`src/rtl/rtt_pkg.sv`:
```
package rtt_pkg;
    typedef enum logic [2:0] {
        CMD_NONE,
        CMD_LOAD,
        CMD_ZERO,
        CMD_HALT,
        CMD_STEP
    } cnt_cmd_e;
endpackage

```
`src/rtl/rtt_prescaler.sv`:
```
module rtt_prescaler #(
    parameter int PRE_W = 12
) (
    input  logic             clk,
    input  logic             rst_n,
    input  logic             enable,
    input  logic             restart,
    input  logic [PRE_W-1:0] presc,
    output logic             tick
);
    localparam int DIV_W = PRE_W + 1;

    typedef struct packed {
        logic [DIV_W-1:0] div;
    } pre_st_t;

    pre_st_t s_d, s_q;
    logic [DIV_W-1:0] limit;

    always_comb begin
        limit = {presc, 1'b0};
        tick  = enable && !restart && (s_q.div >= limit);
        s_d   = s_q;
        if (restart || !enable || tick) begin
            s_d.div = '0;
        end else begin
            s_d.div = s_q.div + DIV_W'(1);
        end
    end

    always_ff @(posedge clk or negedge rst_n) begin
        if (!rst_n) s_q <= '0;
        else        s_q <= s_d;
    end

    // divider is held cleared while the timer is idle
    p_idle_clear_r1: assert property (@(posedge clk) disable iff (!rst_n)
        (!enable && !restart) |=> (s_q.div == '0));
endmodule

```
`src/rtl/rtt_counter.sv`:
```
module rtt_counter
    import rtt_pkg::*;
#(
    parameter int CNT_W = 16
) (
    input  logic             clk,
    input  logic             rst_n,
    input  logic             start,
    input  logic             stop,
    input  logic             tick,
    input  logic [CNT_W-1:0] reload,
    output logic [CNT_W-1:0] count,
    output logic             running,
    output logic             expire
);
    typedef struct packed {
        logic [CNT_W-1:0] cnt;
        logic             run;
    } cnt_st_t;

    cnt_st_t  s_d, s_q;
    cnt_cmd_e cmd;

    always_comb begin
        cmd = CMD_NONE;
        if (start)                 cmd = (reload != '0) ? CMD_LOAD : CMD_ZERO;
        else if (stop)             cmd = CMD_HALT;
        else if (s_q.run && tick)  cmd = CMD_STEP;

        s_d    = s_q;
        expire = 1'b0;
        unique case (cmd)
            CMD_LOAD: begin
                s_d.cnt = reload;
                s_d.run = 1'b1;
            end
            CMD_ZERO: begin
                s_d.cnt = '0;
                s_d.run = 1'b0;
            end
            CMD_HALT: s_d.run = 1'b0;
            CMD_STEP: begin
                s_d.cnt = s_q.cnt - CNT_W'(1);
                if (s_q.cnt == CNT_W'(1)) begin
                    s_d.run = 1'b0;
                    expire  = 1'b1;
                end
            end
            default: ;
        endcase
    end

    always_ff @(posedge clk or negedge rst_n) begin
        if (!rst_n) s_q <= '0;
        else        s_q <= s_d;
    end

    assign count   = s_q.cnt;
    assign running = s_q.run;

    p_load_r2: assert property (@(posedge clk) disable iff (!rst_n)
        (start && reload != '0) |=> (running && count == $past(reload)));

    p_stop_at_zero_r3: assert property (@(posedge clk) disable iff (!rst_n)
        running |-> (count != '0));

    p_step_r1: assert property (@(posedge clk) disable iff (!rst_n)
        (running && tick && !start && !stop) |=> (count == $past(count) - CNT_W'(1)));

    p_rx_freeze_r6: assert property (@(posedge clk) disable iff (!rst_n)
        (stop && !start) |=> (!running && count == $past(count)));

    p_zero_idle_r9: assert property (@(posedge clk) disable iff (!rst_n)
        (start && reload == '0) |=> (!running && count == '0));
endmodule

```
`src/rtl/rtt_irq_flag.sv`:
```
module rtt_irq_flag (
    input  logic clk,
    input  logic rst_n,
    input  logic set,
    input  logic clr,
    output logic flag
);
    typedef struct packed {
        logic irq;
    } irq_st_t;

    irq_st_t s_d, s_q;

    always_comb begin
        s_d     = s_q;
        s_d.irq = set | (s_q.irq & ~clr);
    end

    always_ff @(posedge clk or negedge rst_n) begin
        if (!rst_n) s_q <= '0;
        else        s_q <= s_d;
    end

    assign flag = s_q.irq;

    p_sticky_r4: assert property (@(posedge clk) disable iff (!rst_n)
        (flag && !clr) |=> flag);

    p_set_wins_r5: assert property (@(posedge clk) disable iff (!rst_n)
        set |=> flag);
endmodule

```
`src/rtl/resp_timeout_timer.sv`:
```
module resp_timeout_timer #(
    parameter int PRE_HI_W = 4,
    parameter int PRE_LO_W = 8,
    parameter int CNT_W    = 16
) (
    input  logic                clk,
    input  logic                rst_n,
    input  logic [PRE_HI_W-1:0] presc_hi,
    input  logic [PRE_LO_W-1:0] presc_lo,
    input  logic [CNT_W-1:0]    reload,
    input  logic                auto_start,
    input  logic                tx_end,
    input  logic                rx_start,
    input  logic                irq_clear,
    output logic                timer_irq,
    output logic [CNT_W-1:0]    count
);
    localparam int PRE_W = PRE_HI_W + PRE_LO_W;

    logic             start;
    logic             running;
    logic             tick;
    logic             expire;
    logic [PRE_W-1:0] presc;

    assign start = auto_start & tx_end;
    assign presc = {presc_hi, presc_lo};

    rtt_prescaler #(.PRE_W(PRE_W)) u_pre (
        .clk    (clk),
        .rst_n  (rst_n),
        .enable (running),
        .restart(start),
        .presc  (presc),
        .tick   (tick)
    );

    rtt_counter #(.CNT_W(CNT_W)) u_cnt (
        .clk    (clk),
        .rst_n  (rst_n),
        .start  (start),
        .stop   (rx_start),
        .tick   (tick),
        .reload (reload),
        .count  (count),
        .running(running),
        .expire (expire)
    );

    rtt_irq_flag u_irq (
        .clk  (clk),
        .rst_n(rst_n),
        .set  (expire),
        .clr  (irq_clear),
        .flag (timer_irq)
    );

    p_expiry_r3: assert property (@(posedge clk) disable iff (!rst_n)
        (running && tick && count == CNT_W'(1) && !start && !rx_start)
        |=> (timer_irq && count == '0 && !running));

    p_ignore_r7: assert property (@(posedge clk) disable iff (!rst_n)
        (!auto_start && !rx_start && !running) |=> (count == $past(count)));
endmodule

```
`config.mk`:
```
export PLATFORM = sky130hd
export DESIGN_NAME = resp_timeout_timer
export DESIGN_NICKNAME = d
export VERILOG_FILES = /design/src/rtl/rtt_pkg.sv /design/src/rtl/rtt_prescaler.sv /design/src/rtl/rtt_counter.sv /design/src/rtl/rtt_irq_flag.sv /design/src/rtl/resp_timeout_timer.sv
export SDC_FILE = /design/constraint.sdc
export NUM_CORES = 1
export LEC_CHECK = 0
export BUFFER_PORTS_ARGS = -buffer_cell sky130_fd_sc_hd__buf_2
export CAP_MARGIN = 20
export CORE_MARGIN = 2
export CORE_UTILIZATION = 50
export DETAILED_ROUTE_END_ITERATION = 8
export PLACE_DENSITY = 0.76
export SYNTH_ARGS = -nofsm -noshare
export SYNTH_HDL_FRONTEND = slang
export SYNTH_SLANG_ARGS = --single-unit
```
`constraint.sdc`:
```
create_clock -name clk -period 4 [get_ports clk]
set_clock_uncertainty 0.1 [all_clocks]
set_input_delay 0.4 -clock clk [delete_from_list [all_inputs] [get_ports clk]]
set_output_delay 0.4 -clock clk [all_outputs]
set_load 0.02 [all_outputs]
```
======== Word-level counts from Yosys, hierarchy flattened ========
Cells that the tools add are included.
storage, ports and cells
  input port bits ......................... 34
  word-level logic and storage cells ...... 39
  output and inout bits ................... 17
  flip-flop bits (word level) ............. 31
operators by class
  reductions and logical operators ........ 12
  equality and inequality tests ........... 6
  bitwise operators ....................... 4
  $lt $le $gt $ge ......................... 1
  multiplexer cells ....................... 10
  add/subtract/negate cells ............... 2
operator list
  operator                                                number
  one-hot mux 16 bit (3 select lines)                     1
  == test 16 x 1 -> 1 bit (second input constant)         1
  nonzero test 16 bit                                     1
  subtractor 16 x 1 -> 16 bit (second input constant)     1
  adder 13 x 1 -> 13 bit (second input constant)          1
  >= comparator 13 bit                                    1
  2-to-1 mux 13 bit                                       1
  2-to-1 mux 3 bit                                        3
  == test 3 x 2 -> 1 bit (second input constant)          2
  nonzero test 3 bit                                      2
  == test 3 x 1 -> 1 bit (second input constant)          1
  == test 3 bit (second input constant)                   1
  logical AND 1 bit                                       3
  2-to-1 mux 1 bit                                        3
  one-hot mux 1 bit (3 select lines)                      1
  bitwise AND 1 bit                                       2
  zero test 1 bit                                         2
  logical OR 1 bit                                        2
  2-to-1 mux 2 bit                                        1
  inequality test 2 x 1 -> 1 bit (second input constant)  1
  AND reduction 2 bit                                     1
  OR reduction 2 bit                                      1
  inverter 1 bit                                          1
  bitwise OR 1 bit                                        1

======== Depth between registers and ports, before layout ========
Gate-level depths: netlist (run 1).
  word-level depth ........................ 12
  gate-level depth with buffers ........... 10
  mapped depth without buffers ............ 8

======== Modules after synthesis ========
Synthesis (run 1) repeated with hierarchy kept, for this count alone.
unflattened totals
  cell total of the unflattened synthesis .. 224
  area total of the unflattened synthesis .. 2028.2 um2
modules (own cells, without submodules)
  module              cells an instance  area an instance (um2)  instances  seq. area each (um2)
  rtt_counter         117                1044.8                  1          425.4
  rtt_prescaler       103                940.9                   1          325.3
  rtt_irq_flag        3                  36.3                    1          25.0
  resp_timeout_timer  1                  6.3                     1          0.0

======== Worst setup path before layout (run 1) ========
OpenSTA, ideal clock, no wires.
  path kind ............................... input-to-reg
  start ................................... input presc_hi[3]
  end ..................................... register u_cnt.s_q, in the netlist u_cnt.running
  path buffers ............................ 1
  setup time .............................. 0.120 ns
  stages .................................. 9
  slack ................................... 1.550 ns
  required time ........................... 3.780 ns
  arrival ................................. 2.230 ns
  path through ............................ inv_1 -> ha_1 -> nand4_1 -> nor3_2 -> o311ai_1 -> and3_1 -> buf_6 -> or3_1 -> a31o_2
between the ends
  longest elaborated chain between the ends .. 10
  elaborated cells between the ends (all ways) .. 15
  those cells by class .................... order compare: 1; eq/ne: 5; mux: 4; reduce/logical: 5
RTL lines
  what                                  line                     RTL
  start, declared                       resp_timeout_timer.sv:8  input logic [PRE_HI_W-1:0] presc_hi,
  >= comparator 13 bit *                rtt_prescaler.sv:22      tick = enable && !restart && (s_q.div >= limit);
  logical AND 1 bit *                   rtt_prescaler.sv:22
  logical AND 1 bit *                   rtt_counter.sv:28        else if (s_q.run && tick) cmd = CMD_STEP;
  2-to-1 mux 3 bit *                    rtt_counter.sv:28
  2-to-1 mux 3 bit *                    rtt_counter.sv:27        else if (stop) cmd = CMD_HALT;
  2-to-1 mux 3 bit *                    rtt_counter.sv:26        if (start) cmd = (reload != '0) ? CMD_LOAD : CMD_ZERO;
  == test 3 x 2 -> 1 bit                rtt_counter.sv:32        unique case (cmd)
  OR reduction 2 bit (no source line)   n/a
  nonzero test 3 bit (no source line)   n/a
  AND reduction 2 bit (no source line)  n/a
  end signal, assigned                  rtt_counter.sv:54        if (!rst_n) s_q <= '0;
  end signal, assigned                  rtt_counter.sv:55        else s_q <= s_d;
  end, declared                         rtt_counter.sv:21        cnt_st_t s_d, s_q;
Mark *: on every way between the ends. The rest lies on a longest branch, timed or not.
A chain may end at the register's enable or synchronous reset.

======== Worst setup path in the final report (run 1) ========
  start ................................... register u_pre.s_q[10] (netlist bit)
  end ..................................... register u_cnt.s_q, in the netlist u_cnt.count[13]
between the ends
  longest elaborated chain between the ends .. 8
  elaborated cells between the ends (all ways) .. 11
  those cells by class .................... order compare: 1; eq/ne: 3; mux: 4; reduce/logical: 3
RTL lines
  what                                                                       line                 RTL
  start, declared                                                            rtt_prescaler.sv:17  pre_st_t s_d, s_q;
  start signal, assigned                                                     rtt_prescaler.sv:32  if (!rst_n) s_q <= '0;
  start signal, assigned                                                     rtt_prescaler.sv:33  else s_q <= s_d;
  >= comparator 13 bit *                                                     rtt_prescaler.sv:22
  logical AND 1 bit *                                                        rtt_prescaler.sv:22
  logical AND 1 bit *                                                        rtt_counter.sv:28
  2-to-1 mux 3 bit *                                                         rtt_counter.sv:28
  2-to-1 mux 3 bit *                                                         rtt_counter.sv:27
  2-to-1 mux 3 bit *                                                         rtt_counter.sv:26
  == test 3 bit, or another cell as far along                                rtt_counter.sv:32
  one-hot mux 16 bit (3 select lines) or nonzero test 3 bit (tied branches)  n/a
Marked as above.

==> results of run 1 <==
-- through the flow --
stage	cells	util (%)
4_1_cts	321	62.50
5_1_grt	321	62.50
6_report	321	62.50
2_1_floorplan	224	-
3_3_place_gp	315	60.56
3_5_place_dp	315	60.56
-- worst paths after layout --
| check | from | to | slack (ns) | cells past startpoint |
|---|---|---|---|---|
| min in group clk | irq_clear | u_irq.flag | 0.21 | 2 |
| max | u_pre.s_q[10] | u_cnt.count[13] | 1.26 | 7 |
| max reg2reg | u_pre.s_q[10] | u_cnt.count[13] | 1.26 | 7 |
| min reg2reg | u_pre.s_q[0] | u_pre.s_q[0] | 0.40 | 1 |
| max in group asynchronous | rst_n | u_pre.s_q[3] | 3.29 | 1 |
| min | rst_n | u_cnt.count[15] | 0.06 | 1 |
-- synth_stat cells, types with 5 or more instances --
cell type and count:
sky130_fd_sc_hd__dfrtp_1 31, sky130_fd_sc_hd__nor2_1 24, sky130_fd_sc_hd__inv_1 18, sky130_fd_sc_hd__nand2_1 17, sky130_fd_sc_hd__ha_1 15, sky130_fd_sc_hd__nand3_1 9
sky130_fd_sc_hd__a21oi_1 8, sky130_fd_sc_hd__xor2_1 8, sky130_fd_sc_hd__and3_1 7, sky130_fd_sc_hd__o31ai_1 7, sky130_fd_sc_hd__or4_1 7, sky130_fd_sc_hd__xnor2_1 7
sky130_fd_sc_hd__a31oi_1 6, sky130_fd_sc_hd__nor4_1 6, sky130_fd_sc_hd__or3_1 6, sky130_fd_sc_hd__clkbuf_1 5, sky130_fd_sc_hd__nor3_1 5, sky130_fd_sc_hd__o21ai_0 5
-- area by class of cell --
class	count	area [um2]	area share (%)
multi-input cells	168	1114	47.59
inverters	18	67.56	2.888
repair buffers	50	250.2	10.70
flip-flops and latches	31	775.7	33.16
well taps	48	60.06	2.567
clock buffers	6	72.57	3.102
-- state kept, by name, indices dropped and copies added, names as in the netlist --
name and cells:
u_cnt.count 16, u_cnt.running 1, u_irq.flag 1, u_pre.s_q 13
-- worst reg2reg max path: stages (launching register included) --
cell                      delay (ns)
sky130_fd_sc_hd__dfrtp_1        0.41
sky130_fd_sc_hd__ha_1           0.30
sky130_fd_sc_hd__nand4_1        0.17
sky130_fd_sc_hd__nor3_1         0.09
sky130_fd_sc_hd__o31ai_1        0.45
sky130_fd_sc_hd__and3_1         0.64
sky130_fd_sc_hd__nor3_1         0.15
sky130_fd_sc_hd__a221o_1        0.32
-- report_power, final --
part           total [uW]  switching [uW]  internal (uW)  leakage [uW]
clock                 222             106            116     0.0000371
combinational         151            90.1           61.3      0.000685
sequential            365            28.1            337      0.000397
total                 738             224            514       0.00112
-- placed cells by master, fill, tap and decap left out, types with 2 or more instances in the layout --
cell type,instances
sky130_fd_sc_hd__o31ai_1,7
sky130_fd_sc_hd__a311oi_1,3
sky130_fd_sc_hd__buf_2,50
sky130_fd_sc_hd__and2_1,3
sky130_fd_sc_hd__nor2_1,24
sky130_fd_sc_hd__nor2b_1,3
sky130_fd_sc_hd__nand3_1,9
sky130_fd_sc_hd__xnor2_1,7
sky130_fd_sc_hd__a221o_1,2
sky130_fd_sc_hd__xor2_1,8
sky130_fd_sc_hd__inv_1,18
sky130_fd_sc_hd__or3_1,6
sky130_fd_sc_hd__a21oi_1,8
sky130_fd_sc_hd__clkbuf_8,5
sky130_fd_sc_hd__nand2b_1,2
sky130_fd_sc_hd__a211o_1,2
sky130_fd_sc_hd__and3_1,7
sky130_fd_sc_hd__o211ai_1,2
sky130_fd_sc_hd__ha_1,15
sky130_fd_sc_hd__nor3_1,5
sky130_fd_sc_hd__dfrtp_1,31
sky130_fd_sc_hd__nand2_1,17
sky130_fd_sc_hd__nor4_1,6
sky130_fd_sc_hd__or4_1,7
sky130_fd_sc_hd__a31oi_1,6
sky130_fd_sc_hd__o21ai_0,5
-- layer usage --
layer	GRT usage [%]	vias up	part of all wire, %
met5	0	-	0
met4	8.418	0	1.6
met3	5.236	7	6.2
met2	38.12	51	47
met1	27.31	828	46
li1	-	910	-
-- cell families after synthesis --
logic type | synth area share [%]
buffers and inverters | 5.150
XOR/XNOR | 6.596
flip-flops | 38.94
adder cells (fa/ha/maj) | 9.422
AND/OR/NAND/NOR | 24.81
AO/OA/AOI/OAI | 15.08
==> results by stage, run 1 <==
Status:
- The run finished with clean final reports.

STA:
- The number of failing hold endpoints at the final stage is 0.
- Hold is met by 0.05956 ns.
- The final setup violation count is 0.
- The slew at the pin closest to its max-slew limit is 0.6937 ns.
- Dividing the final minimum period by the clock period gives 68.40%.
- Once routing completed, OpenROAD measured the worst setup slack at 1.264 ns.
- Adding up every negative setup slack in the final design gives 0 ns.
- Setup repair after global routing left no endpoint under its margin.
- The number of pins exceeding their max-slew limit in the final report is 0.
- The minimum period implied by the final worst setup slack is 2.736 ns.
- The highest clock frequency the design can meet is 365.5 MHz.
- The relative max-transition margin is 53.75%.

GRT:
- The initial antenna violation count is 0.
- The number of global-route vias before repair was 1683.
- Entering global routing, the biggest net connects 32 pins.
- The global-route wire length before repair is 7458 um.
- The total overflow left after global routing is 0.
- Across every metal layer, demand over resource in global routing totals 22.36%.

Route:
- In the routed design, unresolved DRC markers number 0.
- Once detail routing completed, the nets flagged for antenna violations numbered 0.
- The detailed-route vias per instance is 5.595.
- The detailed router finished its first iteration with 99 violations.
- The routed wire length is 4360 um.
- The first-pass iteration count of the detailed router is 4.
- The mean routed wirelength per cell is 13.58 um.
- The via count of the routed design is 1796.

Place:
- The last weighted congestion value of the routability-driven placer is 0.8302.
- The count of input and output buffers is 50.
- Prior to clock tree synthesis, the placed netlist has a worst setup slack of 1.151 ns.
- Detailed placement ended at an HPWL of 3366 um.
- The post-place instance area is 2267 um2.

CTS:
- The insertion delay to the later sink of the worst-skew pair is 0.28 ns.
- The number of CTS-inserted buffers is 5.
- The number of clock sinks is 31.
- The longest clock path from root to sink contains 2 buffers.
- The CTS clock-pin slew for the worst setup and hold paths is 0.06 ns.
- The number of hold buffers added after CTS is 0.
- The H-tree generated during clock tree synthesis spans 2 levels.
- The clock tree from TritonCTS is done.
- The count of cells resized by post-cts repair is 0.
- Post-CTS timing repair inserted 0 buffers for setup.
- The buffer type at the clock tree root is sky130_fd_sc_hd__clkbuf_8.

Logic synthesis:
- The synthesized design contains 0 enable-type register cells.
- After synthesis, the largest area contributor takes up 38.94% of total cell area.
- Yosys printed 0 warnings.
- Counting flops and latches in the post-synthesis netlist gives 31.
- Ranked by total cell area, the synthesized netlist is headed by sky130_fd_sc_hd__dfrtp_1, sky130_fd_sc_hd__ha_1, sky130_fd_sc_hd__nor2_1, sky130_fd_sc_hd__xor2_1, sky130_fd_sc_hd__inv_1.
- After synthesis, flip-flops and latches occupy 38.94% of the total area.
- In the synthesized netlist the dominant register cell turns out to be sky130_fd_sc_hd__dfrtp_1.
- In this run the mean area of a mapped cell was 8.892 um2.
- The number of nets handed over by synthesis was 273.
- Summing every instance area after synthesis gives 1992 um2.
- The cell type contributing the most total cell area after synthesis is sky130_fd_sc_hd__dfrtp_1.
- Synthesis instantiated 41 different standard cells from the library.
- Counting flops with an async set or reset pin after synthesis yields a share of 100.0%.
- The number of instances in the synthesized netlist is 224.

Critical path:
- The critical path's largest stage delay is 0.64 ns.
- The cell family with the largest share of critical-path delay is simple AND/OR/NAND/NOR gates.
- STA classifies the critical path startpoint as a flip-flop.
- The data required time of the worst path is 4.07 ns.
- The signal on the critical path passes through ha_1 -> nand4_1 -> nor3_1 -> o31ai_1 -> and3_1 -> nor3_1 -> a221o_1.
- In this design, the critical path's most frequently occurring cell is sky130_fd_sc_hd__nor3_1.
- STA classifies the critical path endpoint as a flip-flop.
- The standard cell with the maximum stage delay on the critical path is sky130_fd_sc_hd__and3_1.
- For the worst setup path, the data arrival time is 2.81 ns.
- The number of buffers and inverters on the critical path is 0.
- The critical path is of the reg2reg type.
- In this run the worst path has a maximum fanout of 21.

Pwr:
- The power consumption is 738.0 uW.
- The leakage component of the power is 0.001119 uW.
- The power density normalized to cell area is 315.4 nW/um2.
- IR analysis of the VDD net gives a maximum drop of 0.2033 mV.

Finish:
- The post-route cell area is 2340 um2.
- 0 antenna diodes ended up in the layout.
- The net count of the finished layout is 323.
- Compared with the post-synthesis result, the final layout area differs by 17.46%.
- The fill cell instance count of the final layout is 339.
- Cells with a size suffix above 1 make up 21.61% of the layout.

Worst hold path:
- In this run the worst hold path is classified as in2async.

Floorplanning:
- The die footprint is 4504 um2.
- The number of ports placed on the die boundary is 51.
- Measured along the y axis, the die boundary spans 67.12 um.
- The die is 67.12 um wide.
- The region available for standard cell placement spans 3744 um2.
- Row generation in the floorplan step produced 22 rows.
- The starting density of the core is 53.21%.

Run:
- The count of maximum capacitance violations is 0.
No activity file was read; power rests on OpenSTA's default activity.
==> run 2, diff against run 1 <==
==> constraint.sdc (replaced) <==
create_clock -name clk -period 2.6 [get_ports clk]
set_clock_uncertainty 0.1 [all_clocks]
set_input_delay 0.26 -clock clk [delete_from_list [all_inputs] [get_ports clk]]
set_output_delay 0.26 -clock clk [all_outputs]
set_load 0.02 [all_outputs]
==> results by stage, run 2 (synthesis gave the netlist of run 1 again) <==
STA:
- The number of pins exceeding their max-slew limit in the final report is 0.
- The portion of the clock cycle consumed by the worst path in the final layout is 93.86%.
- The routed design could run at a clock period as short as 2.440 ns.
- Setup repair after global routing left no endpoint under its margin.
- The number of failing hold endpoints at the final stage is 0.
- The worst pin sits at a relative slew slack of 51.61%.
- The final setup violation count is 0.
- The total negative slack for setup checks is 0 ns.
- Timing would allow up to 409.8 MHz.
- For the pin with the worst max-slew slack, the measured transition is 0.7258 ns.

Critical path:
- The number of buffers and inverters on the critical path is 1.
- The signal on the critical path passes through ha_1 -> nand4_1 -> nor3_2 -> o31ai_1 -> and3_4 -> buf_12 -> or4_1 -> a31oi_1.
- The launch instance of the worst register-to-register path is u_pre.s_q[12].
- Data arrives at the worst endpoint at 2.56 ns.
- The internal reg-to-reg setup slack is 0.16 ns.
- The critical path crosses 8 cells after its start point.
- For this design, the slowest cell found on the critical path is sky130_fd_sc_hd__or4_1.
- The end point of the critical path is u_cnt.count[10].
- Data on the critical path is required at its endpoint by 2.71 ns.
- The cell family with the largest share of critical-path delay is simple AND/OR/NAND/NOR gates.
- The critical path starts at u_pre.s_q[12].
- STA classifies the critical path endpoint as a flip-flop.
- The count of cells along the worst register-to-register path is 8.
- The terminus of the critical flop-to-flop path is u_cnt.count[10].
- The largest single stage delay on the critical path is 0.49 ns.
- The largest fanout on the critical path is 18.
- The critical path is of the reg2reg type.
- The launching element type of the critical path is a flip-flop.

Status:
- The run finished with clean final reports.

CTS:
- TritonCTS built the clock tree.
- The number of clock sinks is 31.
- The CTS clock-pin slew for the worst setup and hold paths is 0.07 ns.
- The number of levels the H-tree was split into is 2.
- The number of buffers on the longest clock path is 2.
- The insertion delay to the later sink of the worst-skew pair is 0.29 ns.
- Clock tree synthesis selected as its root buffer the cell sky130_fd_sc_hd__clkbuf_8.
- The number of CTS-inserted buffers is 5.

Place:
- The last weighted congestion value of the routability-driven placer is 0.8645.
- The detailed-placement wirelength estimate is 3522 um.
- The cell count after placement is 319.
- Input and output buffers added on the ports amount to 50.
- The post-place instance area is 2310 um2.

GRT:
- The overall fraction of global-route tracks in use is 23.39%.
- The maximum number of pins on one net before global-route repair is 32.
- The global-route wire length before repair is 7803 um.
- The initial antenna violation count came to 0.
- The number of global-route vias before repair was 1768.
- The aggregate global routing overflow is 0.

Pwr:
- The power density normalized to cell area is 531.8 nW/um2.
- VDD sags by at most 0.4681 mV.
- For this design the static power due to leakage is 0.001174 uW.

Finish:
- At the end of the flow, the number of nets in the layout was 328.
- Relative to the synthesized area, the layout overhead comes to 22.86%.
- The library cell used most frequently in the layout, excluding fill and tap cells, is sky130_fd_sc_hd__buf_2.
- The post-route cell area is 2447 um2.
- The number of antenna cells inserted is 0.
- The library cells used most frequently in the layout, excluding fill and tap cells, are sky130_fd_sc_hd__buf_2, sky130_fd_sc_hd__dfrtp_1, sky130_fd_sc_hd__nor2_1.
- Leaving out filler cells and counting taps, the final layout contains 328.
- The flip-flop count of the largest register after layout is 16.
- Cells with a size suffix above 1 make up 24.29% of the layout.

Floorplanning:
- The die covers 4504 um2.
- After floorplanning, the core was sized to cover 3744 um2.
- The height of the chip is 67.12 um.
- Pin placement for this block handled 51 I/O pins.
- The site row count is 22.
- The die width is 67.12 um.
- For this configuration, the core starts out at a cell density of 53.21%.

Route:
- For this block, the via count after detailed routing is 1829.
- In the routed layout, each cell is associated on average with a via count of 5.576.
- The detail route stage leaves a number of antenna-violating nets equal to 0.
- After detailed routing, the number of remaining DRC violations is 0.
- The first detailed-routing pass ran for 4 iterations.
- The routed design has 4624 um of wire.
- In the final routed layout, each cell accounts on average for 14.10 um.
- The detailed router's first-iteration violation count is 136.

Worst hold path:
- The cell count of the worst hold path is 2.
- The type of the worst min-delay path is in2reg.

Run:
- The count of maximum capacitance violations is 0.
## run 2: area by class of cell
class / instances / area, um2
fillers: 342 / 1296
multi-input cells: 168 / 1124
flip-flops and latches: 31 / 775.7
repair buffers: 55 / 302.8
clock buffers: 6 / 82.58
inverters: 18 / 67.56
well taps: 48 / 60.06
clock inverters: 2 / 35.03
## run 2: repair_timing
action                     4_1_cts  5_1_grt
setup endpoints to repair        0        6
hold endpoints to repair        31        0
hold buffers                     1        0
resized for setup                0        3
setup buffers                    0        0
## run 2: worst min path at each step
| stage | start | end | slack [ns] |
|---|---|---|---|
| 4_1_cts | irq_clear | u_irq.flag | 0.04 |
| 3_5_place_dp | rst_n | u_cnt.count[7] | 0.25 |
| 6_report | irq_clear | u_irq.flag | 0.06 |
| 5_1_grt | irq_clear | u_irq.flag | 0.06 |
| 3_3_place_gp | rst_n | u_cnt.count[7] | 0.25 |
| 2_1_floorplan | rst_n | u_cnt.count[0] | -0.14 |
## run 2: power breakdown
part | internal [uW] | switching, uW | total, uW
Combinational | 96.5 | 142 | 239
Clock | 310 | 192 | 502
Sequential | 517 | 43.3 | 561
Total | 924 | 378 | 1300
## run 2: stage by stage
| step | util (%) | hold WS [ns] | total power, uW | worst slack [ns] |
|---|---|---|---|---|
| floorplan | - | -0.1356 | 705.6 | 0.1918 |
| global placement | 61.70 | 0.2496 | 803.1 | 0.1469 |
| detailed placement | 61.70 | 0.2506 | 808.8 | 0.08023 |
| CTS | 65.11 | 0.04435 | 1310 | 0.07058 |
| global route | 65.37 | 0.05846 | 1365 | 0.02275 |
| finish | 65.37 | 0.05780 | 1302 | 0.1595 |
## run 2: per-layer routing
layer	up-vias	GRT usage (%)	routed length (um)
met4	0	9.184	86
met2	61	39.23	2211
li1	918	-	-
met5	-	0	0
met3	9	5.743	295
met1	841	28.80	2031
==> run 3, diff against run 2 <==
--- a/config.mk
+++ b/config.mk
@@ -13,4 +13,6 @@
 export PLACE_DENSITY = 0.76
 export SYNTH_ARGS = -nofsm -noshare
 export SYNTH_HDL_FRONTEND = slang
+export SYNTH_HIERARCHICAL = 1
 export SYNTH_SLANG_ARGS = --single-unit
+export TNS_END_PERCENT = 20
==> results by stage, run 3 <==
Status:
- The flow ran to the end, but the final reports show violations.
- The checks that failed: negative setup slack.

Floorplanning:
- The die covers 4582 um2.
- The site row count is 23.
- The number of ports placed on the die boundary is 51.
- The core footprint is 3943 um2.
- The die width is 67.69 um.
- The die is 67.69 um tall.
- The initial utilization of the core area, before any placement, comes to 51.44%.

STA:
- The final setup violation count is 5.
- For the pin with the worst max-slew slack, the measured transition is 0.7073 ns.
- The worst pin sits at a relative slew slack of 52.85%.
- The number of failing hold endpoints at the final stage is 0.
- The final worst-path setup slack is -0.1002 ns.
- The minimum period implied by the final worst setup slack is 2.700 ns.
- Setup repair after global routing could not meet its margin everywhere.
- The number of pins exceeding their max-slew limit in the final report is 0.
- The highest clock frequency the design can meet is 370.3 MHz.
- The final critical path takes up 103.9% of the cycle.
- The total negative slack for setup checks is -0.2763 ns.

Logic synthesis:
- The post-synthesis cell type count is 48.
- The mean area per synthesized cell is 9.054 um2.
- The number of instances in the synthesized netlist is 224.
- By count the netlist is led by sky130_fd_sc_hd__dfrtp_1, sky130_fd_sc_hd__nor2_1, sky130_fd_sc_hd__nand2_1.
- The area share of the largest cell type after synthesis is 38.25%.
- The synthesized design contains 31 register bits.
- Among all cell types in the netlist, the one instantiated most often is sky130_fd_sc_hd__dfrtp_1.
- In the synthesized netlist the async set-or-reset flop fraction comes to 100.0%.
- The summed instance area of the synthesized netlist is 2028 um2.
- Sorting the synthesized cells by area gives the leading types as sky130_fd_sc_hd__dfrtp_1, sky130_fd_sc_hd__ha_1, sky130_fd_sc_hd__xor2_1, sky130_fd_sc_hd__nor2_1, sky130_fd_sc_hd__nand2_1.
- Sequential elements use 38.25% of the synthesized area.
- The largest total area in the synthesized netlist belongs to sky130_fd_sc_hd__dfrtp_1.
- The number of flops mapped to enable cells by yosys is 0.
- In the synthesized netlist the dominant register cell turns out to be sky130_fd_sc_hd__dfrtp_1.
- During synthesis, Yosys emitted a total of 6 warnings.
- The synthesized netlist net count is 273.

Place:
- Detailed placement ended at an HPWL of 3730 um.
- The last weighted congestion value of the routability-driven placer is 0.8634.
- Prior to clock tree synthesis, the placed netlist has a worst setup slack of -0.1736 ns.
- The count of input and output buffers is 50.

Critical path:
- The standard cell with the maximum stage delay on the critical path is sky130_fd_sc_hd__dfrtp_1.
- The largest fanout on the critical path is 3.
- The terminus of the critical flop-to-flop path is u_cnt/count[14].
- The launch instance of the worst register-to-register path is u_pre/s_q[12].
- The kind of cell with the highest combined delay along the critical path is simple AND/OR/NAND/NOR gates.
- At the worst endpoint, the arrival time is 2.75 ns.
- The launching element type of the critical path is a flip-flop.
- Measured in cells, the most critical reg-to-reg path has a length of 12.
- The data required time of the worst path is 2.65 ns.
- In this run the register-to-register setup slack is -0.10 ns.
- The capturing element type of the critical path is a flip-flop.
- The number of buffers and inverters on the critical path is 2.
- The logic depth of the worst path, buffers included is 12.
- The worst setup path category is reg2reg.
- The critical path's largest stage delay is 0.42 ns.
- Walking the worst path, the cells encountered are ha_4 -> nand4_4 -> nor3_4 -> a21boi_2 -> nor3b_1 -> nor2_1 -> and3b_2 -> buf_6 -> nand4_1 -> buf_4 -> o311ai_2 -> nand3_2.

GRT:
- The maximum number of pins on one net before global-route repair is 32.
- In the global route stage, met3 resource usage came out at 7.333%.
- The aggregate global routing overflow is 0.
- The global routing's busiest layer is met2.
- The number of global-route vias before repair is 1911.
- For met1 alone, demand over resource in global routing was 29.16%.
- The initial antenna violation count is 0.
- The overall fraction of global-route tracks in use is 25.44%.
- Global routing consumed, on the met2 layer, 45.22% of the routing resources.
- The global-route wire length before repair is 8473 um.

Route:
- The detailed-route vias per instance is 5.459.
- After the first detailed-routing iteration, the DRC count stood at 113.
- The residual DRC count is 0.
- The mean routed wirelength per cell is 14.99 um.
- The residual antenna-violating net count after detailed routing is 0.
- The first-pass iteration count of the detailed router is 4.
- The routed design has 5352 um of wire.
- Summing over every cut layer, the via total after detailed routing is 1949.

CTS:
- The clock passes through at most 2 buffers.
- Counting the buffers created by CTS gives 5.
- The number of levels the H-tree was split into is 2.
- The buffer type at the clock tree root is sky130_fd_sc_hd__clkbuf_8.
- The insertion delay to the later sink of the worst-skew pair is 0.28 ns.
- TritonCTS built the clock tree.
- Clock-pin slew was measured on the worst setup and hold paths at 0.06 ns.
- CTS saw 31 sinks.

Finish:
- The flip-flop count of the largest register after layout is 16.
- The top cell types in the final layout, fill and taps aside, are sky130_fd_sc_hd__buf_2, sky130_fd_sc_hd__dfrtp_1, sky130_fd_sc_hd__nor2_1.
- The number of antenna diodes in the final layout is 0.
- Relative to the synthesized area, the layout overhead comes to 37.26%.
- The fill cell instance count of the final layout is 318.
- The final layout contains 355 nets.
- In the final layout, the multi-input gates occupy 1311 um2.
- The share of layout cells above drive strength 1 is 37.79%.
- The leading cell type in the layout, fill and taps excluded is sky130_fd_sc_hd__buf_2.
- The sequential cells in the finished layout cover a total of 775.7 um2.

Run:
- Max-cap violations in this run came to 0.

Pwr:
- The part of the total power dissipated in sequential elements is 46.5%.
- Of the total power, the clock network draws 28.8%.
- The switching power is 406.4 uW.
- For this design the ratio of total power to cell area is 448.2 nW/um2.
- The internal power summed over all cells is 841.4 uW.
- Summed over all cells, the static leakage comes to 0.001304 uW.
- Per report_power, the combinational group accounts for 24.7% of the total.
- The power consumption is 1248 uW.
- The worst voltage drop across the vdd grid is 0.3818 mV.
- Net switching is 32.57% of the power.

Worst hold path:
- In this run the most critical hold path is launched from reload[11].
- The cell count of the worst hold path is 3.
- The worst hold path terminates at u_cnt/count[11].
- The worst hold path belongs to the class in2reg.
## run 3: worst reg2reg max path, cell delays in order (launching register included)
cell and delay, ns:
sky130_fd_sc_hd__dfrtp_1 0.42, sky130_fd_sc_hd__ha_4 0.31, sky130_fd_sc_hd__nand4_4 0.12, sky130_fd_sc_hd__nor3_4 0.15
sky130_fd_sc_hd__a21boi_2 0.20, sky130_fd_sc_hd__nor3b_1 0.06, sky130_fd_sc_hd__nor2_1 0.11, sky130_fd_sc_hd__and3b_2 0.23
sky130_fd_sc_hd__buf_6 0.10, sky130_fd_sc_hd__nand4_1 0.16, sky130_fd_sc_hd__buf_4 0.21, sky130_fd_sc_hd__o311ai_2 0.30
sky130_fd_sc_hd__nand3_2 0.12
## run 3: what timing repair did
| action | in CTS | in global routing |
|---|---|---|
| endpoints found under the hold margin | 31 | 0 |
| pin swaps | 12 | 2 |
| hold buffers | 1 | 0 |
| gates resized for setup | 24 | 3 |
| setup buffers | 7 | 1 |
| endpoints found under the setup margin | 6 | 17 |
## run 3: metrics by stage
stage	cell area, um2	hold WS (ns)	util (%)	instances
after floorplan	2029	-0.1356	-	224
after global placement	2472	0.2491	62.71	340
after detailed placement	2472	0.2455	62.71	340
after CTS	2770	0.1002	70.26	356
after global routing	2784	0.1039	70.61	357
final	2784	0.1042	70.61	357
## run 3: per-layer routing
layer	wire length (um)	share of wire (%)
met5	0	0
met4	102	1.9
met3	283	5.3
met2	2791	52
met1	2174	41
## run 3: layout make-up
type | count | area share [%]
flip-flops and latches | 31 | 27.87
multi-input cells | 170 | 47.10
clock inverters | 1 | 0.1798
clock buffers | 7 | 2.742
inverters | 18 | 2.427
repair buffers | 80 | 17.44
well taps | 50 | 2.247
## run 3: power groups by stage
| stage | Combinational (uW) | Clock [uW] | Sequential [uW] |
|---|---|---|---|
| final | 308 | 360 | 580 |
| after detailed placement | 286 | 0 | 586 |
| after global placement | 278 | 0 | 584 |
| after floorplan | 130 | 0 | 619 |
| after global routing | 342 | 396 | 587 |
| after CTS | 305 | 366 | 578 |
## run 3: cells by family (layout without fill, tap and decap cells)
family,after synthesis,count (layout),synth area share (%)
flops,31,31,38.25
xor+xnor,21,21,9.069
compound gates,32,32,9.871
fa+ha+maj,15,15,9.254
simple gates,101,101,28.38
buf+inv,23,106,4.626
mux,1,1,0.5552
## run 3: worst max-delay path by stage
stage                      endpoint  slack, ns     startpoint
finish              u_cnt/count[14]      -0.10  u_pre/s_q[12]
global route        u_cnt/count[12]      -0.23  u_pre/s_q[12]
CTS                 u_cnt/count[12]      -0.04  u_pre/s_q[12]
detailed placement  u_cnt/count[15]      -0.17  u_pre/s_q[11]
global placement    u_cnt/count[13]      -0.03    presc_hi[2]
floorplan           u_cnt/count[15]      -0.04  u_pre/s_q[11]
